## src/rtl/bist_pkg.sv

```systemverilog
package bist_pkg;
  localparam int SW = 16;
  typedef logic [SW-1:0] word_t;
  typedef enum logic [1:0] {ST_ARM, ST_RUN, ST_DONE} seq_st_e;

  function automatic word_t prpg_step(word_t v, word_t taps);
    return (v >> 1) ^ (v[0] ? taps : '0);
  endfunction

  function automatic word_t misr_step(word_t m, word_t d, word_t poly);
    return {m[SW-2:0], 1'b0} ^ (m[SW-1] ? poly : '0) ^ d;
  endfunction

  function automatic word_t sub_seed(word_t seed, word_t step, int unsigned k);
    logic [31:0] prod;
    prod = 32'(step) * k;
    return seed ^ prod[SW-1:0];
  endfunction
endpackage

```

## src/rtl/bist_prpg.sv

```systemverilog
module bist_prpg
  import bist_pkg::*;
#(
  parameter word_t TAPS = 16'hB400
) (
  input  logic  clk,
  input  logic  rst_n,
  input  logic  load,
  input  word_t seed,
  input  logic  adv,
  output word_t q
);
  always_ff @(posedge clk or negedge rst_n) begin
    if (!rst_n)    q <= '0;
    else if (load) q <= seed;
    else if (adv)  q <= prpg_step(q, TAPS);
  end
endmodule

```

## src/rtl/bist_misr.sv

```systemverilog
module bist_misr
  import bist_pkg::*;
#(
  parameter word_t POLY = 16'h1021
) (
  input  logic  clk,
  input  logic  rst_n,
  input  logic  clr,
  input  logic  en,
  input  word_t d,
  output word_t q
);
  always_ff @(posedge clk or negedge rst_n) begin
    if (!rst_n)   q <= '0;
    else if (clr) q <= '0;
    else if (en)  q <= misr_step(q, d, POLY);
  end
endmodule

```

## src/rtl/bist_result_sr.sv

```systemverilog
module bist_result_sr #(
  parameter int RW = 18
) (
  input  logic          clk,
  input  logic          rst_n,
  input  logic          sel,
  input  logic          cap,
  input  logic          shift,
  input  logic          tdi,
  input  logic [RW-1:0] cap_val,
  output logic          tdo
);
  logic [RW-1:0] sh;

  always_ff @(posedge clk or negedge rst_n) begin
    if (!rst_n)              sh <= '0;
    else if (sel && cap)     sh <= cap_val;
    else if (sel && shift)   sh <= {tdi, sh[RW-1:1]};
  end

  assign tdo = sh[0];

  AST_CAP_LOAD: assert property (@(posedge clk) disable iff (!rst_n)
    (sel && cap) |=> (tdo == $past(cap_val[0])));
  AST_UNSEL_HOLD: assert property (@(posedge clk) disable iff (!rst_n)
    (!sel) |=> $stable(tdo));
endmodule

```

## src/rtl/bist_engine.sv

```systemverilog
module bist_engine
  import bist_pkg::*;
#(
  parameter word_t       SEED      = 16'hACE1,
  parameter word_t       SEED_STEP = 16'h1111,
  parameter word_t       TAPS      = 16'hB400,
  parameter word_t       POLY      = 16'h1021,
  parameter word_t       GOLDEN    = 16'h0000,
  parameter int unsigned CYC       = 32,
  parameter int unsigned NSUB      = 3,
  parameter int unsigned OW        = 8
) (
  input  logic          tck,
  input  logic          rst_n,
  input  logic          bist_sel,
  input  logic          in_idle,
  input  logic          cap_dr,
  input  logic          shift_dr,
  input  logic          upd_dr,
  input  logic          tdi,
  output logic          tdo,
  input  logic [SW-1:0] pin_in,
  output logic [SW-1:0] cut_drive,
  input  logic [SW-1:0] cut_resp,
  input  logic [OW-1:0] pre_data,
  output logic [OW-1:0] pin_out
);
  localparam int CW = (CYC > 1) ? $clog2(CYC) : 1;
  localparam int NW = (NSUB > 1) ? $clog2(NSUB) : 1;
  localparam int RW = SW + 2;

  seq_st_e          st;
  logic [CW-1:0]    cnt;
  logic [NW-1:0]    sub;
  word_t            lfsr, sig, next_seed;
  logic             go, start, step, abort, sub_end, last_end;
  logic             running, done, pass;
  logic [RW-1:0]    cap_val;

  // named events
  assign go       = bist_sel && in_idle;
  assign running  = (st == ST_RUN);
  assign done     = (st == ST_DONE);
  assign start    = (st == ST_ARM) && go;
  assign step     = running && go;
  assign abort    = running && !go;
  assign sub_end  = step && (cnt == CW'(CYC - 1));
  assign last_end = sub_end && (sub == NW'(NSUB - 1));
  assign next_seed = start ? SEED : sub_seed(SEED, SEED_STEP, 32'(sub) + 1);

  always_ff @(posedge tck or negedge rst_n) begin
    if (!rst_n) begin
      st  <= ST_ARM;
      cnt <= '0;
      sub <= '0;
    end else if (!bist_sel) begin
      st  <= ST_ARM;
      cnt <= '0;
      sub <= '0;
    end else begin
      unique case (st)
        ST_ARM: if (start) begin
          st  <= ST_RUN;
          cnt <= '0;
          sub <= '0;
        end
        ST_RUN: begin
          if (abort) begin
            st <= ST_ARM;
          end else if (last_end) begin
            st <= ST_DONE;
          end else if (sub_end) begin
            cnt <= '0;
            sub <= sub + 1'b1;
          end else begin
            cnt <= cnt + 1'b1;
          end
        end
        ST_DONE: st <= ST_DONE;
        default: st <= ST_ARM;
      endcase
    end
  end

  bist_prpg #(.TAPS(TAPS)) u_prpg (
    .clk(tck), .rst_n(rst_n),
    .load(start || (sub_end && !last_end)),
    .seed(next_seed),
    .adv(step && !sub_end),
    .q(lfsr)
  );

  bist_misr #(.POLY(POLY)) u_misr (
    .clk(tck), .rst_n(rst_n),
    .clr(start), .en(step),
    .d(cut_resp), .q(sig)
  );

  assign cut_drive = running ? lfsr : pin_in;
  assign pass      = done && (sig == GOLDEN);
  assign cap_val   = done ? {1'b1, pass, sig} : '0;

  bist_result_sr #(.RW(RW)) u_res (
    .clk(tck), .rst_n(rst_n), .sel(bist_sel),
    .cap(cap_dr), .shift(shift_dr), .tdi(tdi),
    .cap_val(cap_val), .tdo(tdo)
  );

  // output pin latch, frozen while self-test is selected
  always_ff @(posedge tck or negedge rst_n) begin
    if (!rst_n)                   pin_out <= '0;
    else if (upd_dr && !bist_sel) pin_out <= pre_data;
  end

  AST_IDLE_ONLY: assert property (@(posedge tck) disable iff (!rst_n)
    (!in_idle) |=> $stable(sig));
  AST_ABORT_CLEAR: assert property (@(posedge tck) disable iff (!rst_n)
    (running && !in_idle) |=> !done);
  AST_SEED_LOAD: assert property (@(posedge tck) disable iff (!rst_n)
    start |=> (lfsr == SEED && sig == '0));
  AST_CNT_RANGE: assert property (@(posedge tck) disable iff (!rst_n)
    running |-> (cnt <= CW'(CYC - 1)));
  AST_PIN_HOLD: assert property (@(posedge tck) disable iff (!rst_n)
    bist_sel |=> $stable(pin_out));
  AST_DONE_LOCK: assert property (@(posedge tck) disable iff (!rst_n)
    (done && bist_sel) |=> (done && $stable(sig)));
endmodule

```

## config.mk

```make
export PLATFORM = sky130hd
export DESIGN_NAME = bist_engine
export DESIGN_NICKNAME = d
export VERILOG_FILES = /design/src/rtl/bist_pkg.sv /design/src/rtl/bist_prpg.sv /design/src/rtl/bist_misr.sv /design/src/rtl/bist_result_sr.sv /design/src/rtl/bist_engine.sv
export SDC_FILE = /design/constraint.sdc
export NUM_CORES = 1
export LEC_CHECK = 0
export ABC_AREA = 1
export BUFFER_PORTS_ARGS = -buffer_cell sky130_fd_sc_hd__buf_2
export CORE_ASPECT_RATIO = 1.4
export CORE_MARGIN = 2
export CORE_UTILIZATION = 50
export DETAILED_ROUTE_END_ITERATION = 12
export GPL_TIMING_DRIVEN = 1
export PLACE_DENSITY = 0.72
export SETUP_SLACK_MARGIN = 0.2
export SYNTH_ARGS = -nofsm -noshare
export SYNTH_HDL_FRONTEND = slang
export SYNTH_SLANG_ARGS = --single-unit
```

## constraint.sdc

```tcl
create_clock -name tck -period 2.5 [get_ports tck]
set_clock_uncertainty 0.15 [all_clocks]
set_input_delay 0.5 -clock tck [delete_from_list [all_inputs] [get_ports tck]]
set_output_delay 0.5 -clock tck [all_outputs]
set_load 0.05 [all_outputs]
```

After elaboration in Yosys (flattened, before gate mapping)
Index checks and enable logic that the tools add are counted.

Add/subtract/negate cells: 3. Reduce and logical (&&, ||, !) cells: 25. Bitwise logic cells: 4. $mul: 1. Equality and inequality tests: 10. Mux-type cells: 28.

Operators with widths (count): two-way mux 16 bit (7); two-way mux 18 bit (3); XOR 16 bit (2); two-way mux 5 bit (5); two-way mux 2 bit (9); logical NOT 16 bit (1); multiplier 13 x 3 -> 16 bit (first input constant) (1); XOR 15 x 16 -> 16 bit (1); two-way mux 13 bit (1); logical AND 1 bit (12); inequality test 3 bit (second input constant) (4); one-hot mux 5 bit (2 select lines) (1); NOT 8 bit (1); one-hot mux 2 bit (3 select lines) (1); nonzero test 2 bit (3); adder 5 x 1 -> 5 bit (second input constant) (1); == test 5 bit (second input constant) (1); AND reduction 5 bit (1); == test 2 bit (second input constant) (2); logical NOT 1 bit (4); inequality test 4 bit (second input constant) (1); one-hot mux 2 bit (2 select lines) (1); AND reduction 4 bit (1); adder 2 x 1 -> 3 bit (second input constant) (1); other kinds (6) (6).

Flip-flop bits (word level): 67. Logic and storage cells: 78.

Longest topological paths before layout
Gate-level depths: netlist (run 1).

Depth after elaboration: 8. Mapped depth: 11. Depth with buffers taken out: 11.

By module
Synthesis (run 1) repeated with hierarchy kept, for this count alone.

Cells, all modules: 512. Area, all modules: 3868.7 sq um.

By module, submodules not included: bist_engine (cells each 191, instances 1, area each 1273.7 sq um); bist_result_sr (cells each 138, instances 1, area each 998.5 sq um); bist_misr (cells each 83, instances 1, area each 822.0 sq um); bist_prpg (cells each 100, instances 1, area each 774.5 sq um).

Least setup slack after synthesis (run 1)
Ideal clock, no wire load.

Kind: register -> output. Start point: register st[1]. End point: output port cut_drive[11]. Stages on the path, launching flop included: 6. Path slack: -0.107 ns. Required time: 1.850 ns. Buffers on the path: 2. Arrival time: 1.957 ns. Cell sequence: dfrtp_1 buf_2 clkinv_2 nand2_4 clkbuf_1 o21ai_0.

Longest elaborated chain between the ends: 2.

Ends and longest elaborated chain: from (decl) (RTL line bist_engine.sv:32) `seq_st_e st;`; from (signal assigned) (RTL line bist_engine.sv:53) `st <= ST_ARM;`; from (signal assigned) (RTL line bist_engine.sv:57) `st <= ST_ARM;`; from (signal assigned) (RTL line bist_engine.sv:63) `st <= ST_RUN;`; == test 2 x 1 -> 1 bit (RTL line bist_engine.sv:42) `assign running = (st == ST_RUN);`; two-way mux 16 bit (RTL line bist_engine.sv:99) `assign cut_drive = running ? lfsr : pin_in;`; to (decl) (RTL line bist_engine.sv:23) `output logic [SW-1:0] cut_drive,`.

Every way passes these cells.

Worst setup path after layout (run 1)
Start point: register st[0]. End point: output port cut_drive[13].

The elaborated chain is that of the path after synthesis.

==> results of run 1 <==
registers in the layout, indices dropped and copies added, names as in the netlist:
signal,flops
pin_out,8
sub,2
u_misr.q,16
u_res.sh,18
cnt,5
u_prpg.q,16
st,2
timing repair:
| item | in CTS | in global routing |
|---|---|---|
| endpoints found under the setup margin | 16 | 16 |
| buffers inserted | 1 | 3 |
| resized for setup | 4 | 4 |
| pin swaps | 1 | 1 |
| cloned | 0 | 1 |
cells in the mapped netlist, types with 2 or more instances:
master and n:
xor2_1 5, o22ai_1 14, buf_4 4, clkbuf_1 8, mux2_2 8, buf_1 2, ha_1 4, inv_1 34
nor2_1 16, a21oi_1 7, o21ai_0 34, nand2_2 5, a22oi_1 16, buf_2 2, xnor2_1 16, nand4_1 5
nand3_4 2, nand3_1 22, nand2_1 121, dfrtp_1 67
power breakdown:
group	leakage, nW	switching (mW)	internal (mW)
clock	0.128	0.410	0.763
combinational	1.15	0.541	0.294
sequential	0.874	0.143	1.25
worst paths after layout:
check	depth (start not counted)	slack [ns]	end	from
worst max-delay path	5	0.26	cut_drive[13]	st[0]
worst min-delay path	2	0.006	u_res.sh[0]	rst_n
worst max register to register	11	0.42	u_prpg.q[14]	cnt[0]
worst min register to register	2	0.34	u_res.sh[0]	u_res.sh[0]
max in group asynchronous	2	1.87	st[1]	rst_n
min in group tck	2	0.24	pin_out[2]	pre_data[2]
metal layers:
layer / routed length (um) / GRT usage (%)
met5: 0 / 0
met4: 79 / 7.13
met3: 276 / 5.23
met2: 4140 / 37.2
met1: 3360 / 28.9
kinds of logic (layout without fill, tap and decap cells):
logic type / Yosys count / count (layout) / share of synthesized area (%)
and+or+nand+nor: 178 / 179 / 23.2
AOI/OAI and AO/OA: 73 / 73 / 12.3
DFF: 67 / 67 / 48.8
buffers and inverters: 52 / 133 / 6.22
xor gates and xnor gates: 21 / 21 / 5.35
muxes: 8 / 8 / 2.62
adders and majority gates: 4 / 4 / 1.46
stage by stage:
stage	hold WS (ns)	power (mW)	setup TNS [ns]
floorplan	0.0544	2.00	-0.642
detailed placement	0.324	2.22	0
finish	0.00561	3.40	0
CTS	0.0242	3.41	0
global route	0.0185	3.58	0
global placement	0.317	2.21	0
cell type report:
type                       count  area [um^2]  area share [%]
clock buffer                  11          131            3.12
timing repair buffer          81          450            10.7
multi-input combinational    285         1570            37.3
tap                           92          115            2.74
sequential                    67         1680            39.9
clock inverter                 5          125            2.97
inverter                      36          136            3.24
placed cells by master (no fill, tap or decap), types with 4 or more instances in the layout:
cell,n
nor2_1,16
o22ai_1,14
a21oi_1,7
nand2_2,5
nand2_1,121
nand3_1,22
inv_1,34
dfrtp_1,65
a22oi_1,16
o21ai_0,34
clkbuf_4,4
xnor2_1,16
nand4_1,5
ha_1,4
buf_2,68
xor2_1,5
clkbuf_8,9
buf_4,8
mux2_2,8
bufinv_16,4
==> flow_metrics.env, run 1 <==
export IMPL_status="finished, final reports clean"
export IMPL_grt_max_degree=68
export IMPL_hold_buffers=0
export IMPL_portBuffers=72
export IMPL_slowest_stage="dfrtp_2"
export IMPL_slew_viol_final=0
export IMPL_syn_area_mm2=0.00344
export IMPL_grt_setup_unrepaired="true"
export IMPL_die_area_mm2=0.00756
export IMPL_drt_iter0_drc=196
export IMPL_synthArstFlopShare_pct=100
export IMPL_fillers=558
export IMPL_hold_viol_final=0
export IMPL_drive_gt1_share_pct=25.2
export IMPL_hpwl_um=5500
export IMPL_period_minus_slack_ns=2.24
export IMPL_synth_top_cells_by_area="dfrtp_1 (49%), nand2_1 (13%), o21ai_0 (5.0%), xnor2_1 (4.1%), inv_1 (3.7%)"
export IMPL_slowest_delay_ns=0.47
export IMPL_rows=35
export IMPL_peakVddDrop_mv=0.443
export IMPL_coreArea_mm2=0.00661
export IMPL_wl_um=7850
export IMPL_final_period_utilization_pct=89.6
export IMPL_tightestPinTransition_ns=0.831
export IMPL_clock_sinks=67
export IMPL_synth_fp_nets=455
export IMPL_ant_nets=0
export IMPL_ys_ff_latch=67
export IMPL_yosys_area_top_type="dfrtp_1"
export IMPL_critPathMaxFanout=5
export IMPL_placed_cells=556
export IMPL_crit_buf_inv=2
export IMPL_final_area_mm2=0.00421
export IMPL_synth_avg_cell_area_um2=8.53
export IMPL_vias=3003
export IMPL_ys_seq_area_share_pct=48.8
export IMPL_pin_count=73
export IMPL_n_antenna_cell=0
export IMPL_synth_ff_type="dfrtp_1"
export IMPL_insertion_delay_ns=0.34
export IMPL_layout_nets=532
export IMPL_cp_top_family="flip-flops"
export IMPL_dieHeight_um=102
export IMPL_antenna_found_initial=0
export IMPL_pre_cts_ws_ns=0.378
export IMPL_critPathMostFrequentCell="nand2_1"
export IMPL_synth_edf_count=0
export IMPL_relSlewSlack_pct=44.6
export IMPL_grt_pass1_vias=2797
export IMPL_firstDrtPassIters=5
export IMPL_grt_first_pass_wirelength_um=13000
export IMPL_wl_per_cell_um=13.6
export IMPL_vias_per_cell=5.20
export IMPL_finalCoreUtilization_pct=63.6
export IMPL_start_kind="flip-flop"
export IMPL_hold_class="primary input to asynchronous set/reset pin"
export IMPL_grt_ovfl_total=0
export IMPL_cts_root_buf="clkbuf_8"
export IMPL_worst_ep_arrival_time_ns=1.59
export IMPL_cts_made_buffers=9
export IMPL_gp_congestion=0.855
export IMPL_crit_type="flip-flop to output port"
export IMPL_setup_slack_ns=0.261
export IMPL_postPlaceCellArea_mm2=0.00389
export IMPL_syn_to_final_growth_pct=22.4
export IMPL_synthCells=403
export IMPL_start_util_pct=52.0
export IMPL_clk_path_buf_depth=2
export IMPL_ctsHtreeMaxLevel=3
export IMPL_end_kind="output port"
export IMPL_synthDistinctLibCells=31
export IMPL_leakage_nw=2.15
export IMPL_drc=0
export IMPL_drv_cap=0
export IMPL_grtUsageTotal_pct=22.4
export IMPL_setup_viol=0
export IMPL_synth_warnings=0
export IMPL_synth_top_area_share_pct=48.8
export IMPL_clkTransAtPathRegs_ns=0.07
export IMPL_die_w_um=74.1
export IMPL_max_freq_mhz=447
export IMPL_cp_cell_sequence="inv_1 > nor2_2 > nand2_1 > nand2_1 > buf_2"
export IMPL_cts_tree="yes"
export IMPL_required_ns=1.85
export IMPL_p_per_area_mw_per_mm2=808
export IMPL_finalNonFillerCells=577
Note: power is estimated with default switching activity, not from simulation.
==> inputs of run 2 (changes only) <==
--- a/config.mk
+++ b/config.mk
@@ -5,14 +5,14 @@
 export SDC_FILE = /design/constraint.sdc
 export NUM_CORES = 1
 export LEC_CHECK = 0
-export ABC_AREA = 1
+export ABC_AREA = 0
 export BUFFER_PORTS_ARGS = -buffer_cell sky130_fd_sc_hd__buf_2
 export CORE_ASPECT_RATIO = 1.4
 export CORE_MARGIN = 2
 export CORE_UTILIZATION = 50
 export DETAILED_ROUTE_END_ITERATION = 12
 export GPL_TIMING_DRIVEN = 1
-export PLACE_DENSITY = 0.72
+export PLACE_DENSITY = 0.73
 export SETUP_SLACK_MARGIN = 0.2
 export SYNTH_ARGS = -nofsm -noshare
 export SYNTH_HDL_FRONTEND = slang
==> run 2 against run 1 <==
The run now ends with hold timing left; maximum frequency decreased by 0.86%; clock power decreased by 26%; highest routed layer unchanged; critical path depth decreased by 1; design area decreased by 5.2%; area after synthesis decreased by 4.6%; sequential power decreased by 7%; register-to-register slack got worse by 0.07 ns; sequential share of layout area increased by 2.2 points; sequential cell count unchanged; via count decreased by 13%; die area decreased by 4.4%.
==> flow_metrics.env, run 2 <==
export IMPL_status="finished, violations left"
export IMPL_violations="hold timing"
export IMPL_p_switching_uw=864
export IMPL_seq_power_share_pct=47.2
export IMPL_rows=34
export IMPL_wl_per_cell_um=15.8
export IMPL_ff2ff_setup_slack_ns=0.35
export IMPL_tightestPinTransition_ns=1.14
export IMPL_relSlewSlack_pct=24.3
export IMPL_synthDistinctLibCells=47
export IMPL_synth_fp_nets=380
export IMPL_antenna_found_initial=0
export IMPL_drv_cap=0
export IMPL_synth_avg_cell_area_um2=10.0
export IMPL_cts_root_buf="clkbuf_8"
export IMPL_ant_nets=0
export IMPL_critPathMaxFanout=9
export IMPL_start_kind="flip-flop"
export IMPL_p_int_mw=1.88
export IMPL_r2r_start="cnt[0]"
export IMPL_synth_top_cells_by_area="dfrtp_1 (51%), mux2_2 (8.2%), nand2_1 (6.4%), o21ai_0 (6.3%), xnor2_1 (4.5%)"
export IMPL_end_kind="output port"
export IMPL_ctsHtreeMaxLevel=3
export IMPL_drc=0
export IMPL_n_antenna_cell=0
export IMPL_crit_type="flip-flop to output port"
export IMPL_peakVddDrop_mv=0.346
export IMPL_clkPwrFrac_pct=31.7
export IMPL_grt_pass1_vias=2722
export IMPL_firstDrtPassIters=4
export IMPL_regMostFlops="u_res.sh"
export IMPL_pwr_share_comb_pct=21.1
export IMPL_largest_register_ffs=18
export IMPL_postPlaceCellArea_mm2=0.00371
export IMPL_worst_ep_arrival_time_ns=1.61
export IMPL_pin_count=73
export IMPL_ys_seq_area_share_pct=51.1
export IMPL_portBuffers=72
export IMPL_hold_class="primary input to asynchronous set/reset pin"
export IMPL_cts_tree="yes"
export IMPL_mostFrequentLayoutCells="dfrtp_1 (66), nand2_1 (56), buf_2 (56)"
export IMPL_slew_viol_final=0
export IMPL_period_minus_slack_ns=2.26
export IMPL_insertion_delay_ns=0.35
export IMPL_synth_top_area_share_pct=51.1
export IMPL_wl_um=7540
export IMPL_grt_ovfl_total=0
export IMPL_synth_common_cells="dfrtp_1 (67), nand2_1 (56), o21ai_0 (41)"
export IMPL_coreArea_mm2=0.00630
export IMPL_cts_made_buffers=9
export IMPL_yosysMostFrequentCell="dfrtp_1"
export IMPL_yosys_area_top_type="dfrtp_1"
export IMPL_layout_nets=453
export IMPL_hpwl_um=5040
export IMPL_dieHeight_um=99.8
export IMPL_ys_ff_latch=67
export IMPL_vias=2622
export IMPL_gp_congestion=0.781
export IMPL_clock_sinks=67
export IMPL_synth_edf_count=0
export IMPL_grtUsageTotal_pct=22.8
export IMPL_required_ns=1.85
export IMPL_final_area_mm2=0.00399
export IMPL_grt_max_degree=68
export IMPL_die_area_mm2=0.00723
export IMPL_max_freq_mhz=443
export IMPL_layout_commonest_cell="dfrtp_1"
export IMPL_largestRegisters="u_res.sh (18), u_misr.q (16), u_prpg.q (16)"
export IMPL_hold_buffers=0
export IMPL_start_util_pct=52.1
export IMPL_synth_warnings=0
export IMPL_reg2reg_depth=6
export IMPL_synthCells=328
export IMPL_grt_first_pass_wirelength_um=12900
export IMPL_fin_setup_tns_ns=0
export IMPL_leakage_nw=1.82
export IMPL_grt_setup_unrepaired="true"
export IMPL_timing_hold_ws_ns=-0.00364
export IMPL_syn_to_final_growth_pct=21.6
export IMPL_vias_per_cell=5.49
export IMPL_final_period_utilization_pct=90.3
export IMPL_hold_viol_final=3
export IMPL_switching_share_pct=31.5
export IMPL_synth_ff_type="dfrtp_1"
export IMPL_p_per_area_mw_per_mm2=687
export IMPL_setup_viol=0
export IMPL_die_w_um=72.4
export IMPL_syn_area_mm2=0.00328
export IMPL_clkTransAtPathRegs_ns=0.07
export IMPL_drive_gt1_share_pct=31.8
export IMPL_clk_path_buf_depth=2
export IMPL_synthArstFlopShare_pct=100
export IMPL_drt_iter0_drc=163
export IMPL_reg2reg_to="cnt[3]"
## run 2: cell count changes in the layout (fill, tap and decap cells not counted), sizes merged, moves of 5 or more
cell,previous run,this run
nand2,127,57
inv,35,7
nand3,25,8
mux2,8,24
o22ai,14,1
nor2,19,11
a21oi,7,14
o21ai,35,42
nor2b,0,5
## run 2: power groups by stage
stage	sequential, mW	clock [mW]	combinational, mW
2_1_floorplan	1.34	0	0.344
3_3_place_gp	1.31	0	0.544
3_5_place_dp	1.31	0	0.552
4_1_cts	1.29	0.891	0.560
5_1_grt	1.31	0.939	0.626
6_report	1.29	0.869	0.577
## run 2: worst max path at each step
stage / from / slack, ns / end
6_report: st[0] / 0.24 / cut_drive[12]
3_3_place_gp: cnt[0] / 0.38 / cnt[4]
2_1_floorplan: cnt[0] / 0.44 / cnt[3]
3_5_place_dp: cnt[0] / 0.34 / cnt[4]
5_1_grt: st[0] / 0.18 / cut_drive[15]
4_1_cts: st[0] / 0.20 / cut_drive[9]
## run 2: worst max-delay path, stage by stage (launching register included)
cell      delay, ns
dfrtp_2        0.47
nand2b_4       0.12
buf_8          0.15
mux2_2         0.34
buf_4          0.19
## run 2: area by class of cell
class                      count  area (um^2)
fill                         540         2310
sequential                    67         1680
multi-input combinational    235         1510
timing repair buffer          81          503
clock buffer                  11          131
tap                           72         90.1
clock inverter                 5         53.8
inverter                       7         26.3
## run 2: metal layers
layer,wire (um),share of wire [%],vias to the layer above,track usage (%)
met5,0,0,-,0
met4,161,2.1,0,9.83
met3,307,4.1,15,5.12
met2,3870,51,65,37.5
met1,3200,42,1257,28.8
li1,-,-,1285,-
## run 2: repair_timing
action                                  CTS  global route
resized for setup                         5            39
buffers inserted                          1             0
cloned                                    1             0
pin swaps                                 0             0
endpoints found under the setup margin   16            27
## run 2: cell families after synthesis
| group | Yosys count | share of synthesized area, % |
|---|---|---|
| XOR/XNOR | 21 | 5.61 |
| AO/OA/AOI/OAI | 87 | 15.9 |
| multiplexers | 25 | 8.55 |
| adder cells (fa/ha/maj) | 4 | 1.53 |
| flip-flops | 67 | 51.1 |
| AND/OR/NAND/NOR | 98 | 13.9 |
| buffers and inverters | 26 | 3.43 |
## run 2: per-stage QoR
stage	total power, mW	std cells	utilization [%]	worst slack, ns
global placement	1.85	460	59.0	0.384
detailed placement	1.86	460	59.0	0.335
finish	2.74	478	63.3	0.242
CTS	2.74	478	62.4	0.203
floorplan	1.69	328	-	0.440
global route	2.87	478	63.3	0.175
==> inputs of run 3 (changes only) <==
--- a/config.mk
+++ b/config.mk
@@ -7,7 +7,6 @@
 export LEC_CHECK = 0
 export ABC_AREA = 0
 export BUFFER_PORTS_ARGS = -buffer_cell sky130_fd_sc_hd__buf_2
-export CORE_ASPECT_RATIO = 1.4
 export CORE_MARGIN = 2
 export CORE_UTILIZATION = 50
 export DETAILED_ROUTE_END_ITERATION = 12
==> run 3 against run 2 <==
The run now ends clean; worst hold slack better by 0.24 ns; die area is 0.13% lower; critical path depth is the same; largest power group unchanged; sequential power about the same; largest cell class unchanged; routed wire length decreased by 4.0%.
==> flow_metrics.env, run 3 (same netlist as run 2, synthesis figures left out) <==
export IMPL_clock_sinks=67
export IMPL_period_minus_slack_ns=2.26
export IMPL_cp_top_family="flip-flops"
export IMPL_coreArea_mm2=0.00635
export IMPL_wl_um=7240
export IMPL_drt_iter0_drc=184
export IMPL_grt_first_pass_wirelength_um=12000
export IMPL_p_per_area_mw_per_mm2=746
export IMPL_drv_cap=0
export IMPL_hold_viol_final=0
export IMPL_antenna_found_initial=0
export IMPL_final_area_mm2=0.00407
export IMPL_layout_nets=454
export IMPL_clkTransAtPathRegs_ns=0.07
export IMPL_peakVddDrop_mv=0.469
export IMPL_grt_pass1_vias=2429
export IMPL_slew_viol_final=0
export IMPL_fillers=502
export IMPL_cts_tree="yes"
export IMPL_die_area_mm2=0.00722
export IMPL_slowest_delay_ns=0.40
export IMPL_cts_made_buffers=9
export IMPL_end_kind="output port"
export IMPL_register_area_mm2=0.00168
export IMPL_ant_nets=0
export IMPL_multiInputGateArea_mm2=0.00151
export IMPL_status="finished, final reports clean"
export IMPL_wl_per_cell_um=15.0
export IMPL_fin_setup_tns_ns=0
export IMPL_dieHeight_um=85.0
export IMPL_regMostFlops="u_res.sh"
export IMPL_drc=0
export IMPL_setup_viol=0
export IMPL_crit_buf_inv=2
export IMPL_rows=29
export IMPL_largest_register_ffs=18
export IMPL_start_kind="flip-flop"
export IMPL_final_period_utilization_pct=90.4
export IMPL_layout_commonest_cell="dfrtp_1"
export IMPL_hpwl_um=4950
export IMPL_hold_class="primary input to flip-flop"
export IMPL_critPathMaxFanout=9
export IMPL_ctsHtreeMaxLevel=3
export IMPL_mostFrequentLayoutCells="dfrtp_1 (66), nand2_1 (56), buf_2 (56)"
export IMPL_grt_ovfl_total=0
export IMPL_max_freq_mhz=443
export IMPL_grt_max_degree=46
export IMPL_n_antenna_cell=0
export IMPL_grt_setup_unrepaired="true"
export IMPL_cts_root_buf="clkbuf_8"
export IMPL_postPlaceCellArea_mm2=0.00371
export IMPL_clk_path_buf_depth=2
export IMPL_pre_cts_ws_ns=0.338
export IMPL_portBuffers=72
export IMPL_vias_per_cell=5.39
export IMPL_ff2ff_setup_slack_ns=0.39
export IMPL_start_util_pct=51.6
export IMPL_relSlewSlack_pct=23.5
export IMPL_drive_gt1_share_pct=31.9
export IMPL_largestRegisters="u_res.sh (18), u_misr.q (16), u_prpg.q (16)"
export IMPL_required_ns=1.85
export IMPL_firstDrtPassIters=4
export IMPL_syn_to_final_growth_pct=24.0
export IMPL_die_w_um=85.0
export IMPL_pin_count=73
export IMPL_p_total_mw=3.04
export IMPL_gp_congestion=0.838
export IMPL_setup_slack_ns=0.240
export IMPL_insertion_delay_ns=0.35
export IMPL_crit_type="flip-flop to output port"
export IMPL_vias=2610
export IMPL_grtUsageTotal_pct=21.3
export IMPL_leakage_nw=1.84
export IMPL_worst_ep_arrival_time_ns=1.61
export IMPL_tightestPinTransition_ns=1.15
export IMPL_cp_cell_sequence="nand2b_4 > buf_6 > mux2_2 > buf_4"
export IMPL_slowest_stage="dfrtp_1"
run 3: power breakdown:
group	internal (mW)	switching, mW
combinational	0.225	0.346
clock	0.763	0.409
sequential	1.19	0.102
total	2.18	0.857
run 3: path summary, 6_finish.rpt:
check                        startpoint            to  depth (start not counted)
setup / recovery                  st[1]  cut_drive[1]                          4
hold / removal              pre_data[7]    pin_out[7]                          2
setup reg to reg                 cnt[0]  u_prpg.q[12]                          8
hold reg to reg            u_res.sh[17]  u_res.sh[17]                          2
max in group asynchronous         rst_n         st[0]                          3
min in group asynchronous         rst_n   u_prpg.q[7]                          2
run 3: cell type report:
type / count / area share [%]
timing repair buffer: 82 / 12.2
tap: 77 / 2.37
inverter: 7 / 0.738
clock inverter: 5 / 3.08
sequential: 67 / 41.2
multi-input combinational: 235 / 37.1
clock buffer: 11 / 3.23
run 3: worst reg2reg max path: cells and delay by family (launching register included):
| kind | cells | cell delay (ns) |
|---|---|---|
| DFF | 1 | 0.39 |
| AOI/OAI and AO/OA | 1 | 0.05 |
| buffers and inverters | 1 | 0.24 |
| adders and majority gates | 2 | 0.44 |
| and+or+nand+nor | 4 | 0.70 |
run 3: per-layer routing:
layer  part of all wire, %  up-vias  track usage (%)
met5                     0        -                0
met4                   1.4        0             9.09
met3                   5.6        8             4.28
met2                    44       79             30.7
li1                      -     1286                -
met1                    49     1237             31.5
run 3: timing repair:
action	in CTS	in global routing
hold buffers	1	0
setup buffers	0	2
endpoints found under the hold margin	11	0
endpoints found under the setup margin	16	26
gates resized for setup	5	36
gates cloned	1	0
run 3: through the flow:
| step | hold WS, ns | utilization (%) | instances |
|---|---|---|---|
| final | 0.234 | 64.1 | 484 |
| after CTS | 0.231 | 63.0 | 482 |
| after floorplan | 0.0544 | - | 328 |
| after global placement | 0.314 | 58.4 | 464 |
| after global routing | 0.230 | 64.1 | 484 |
| after detailed placement | 0.325 | 58.4 | 464 |
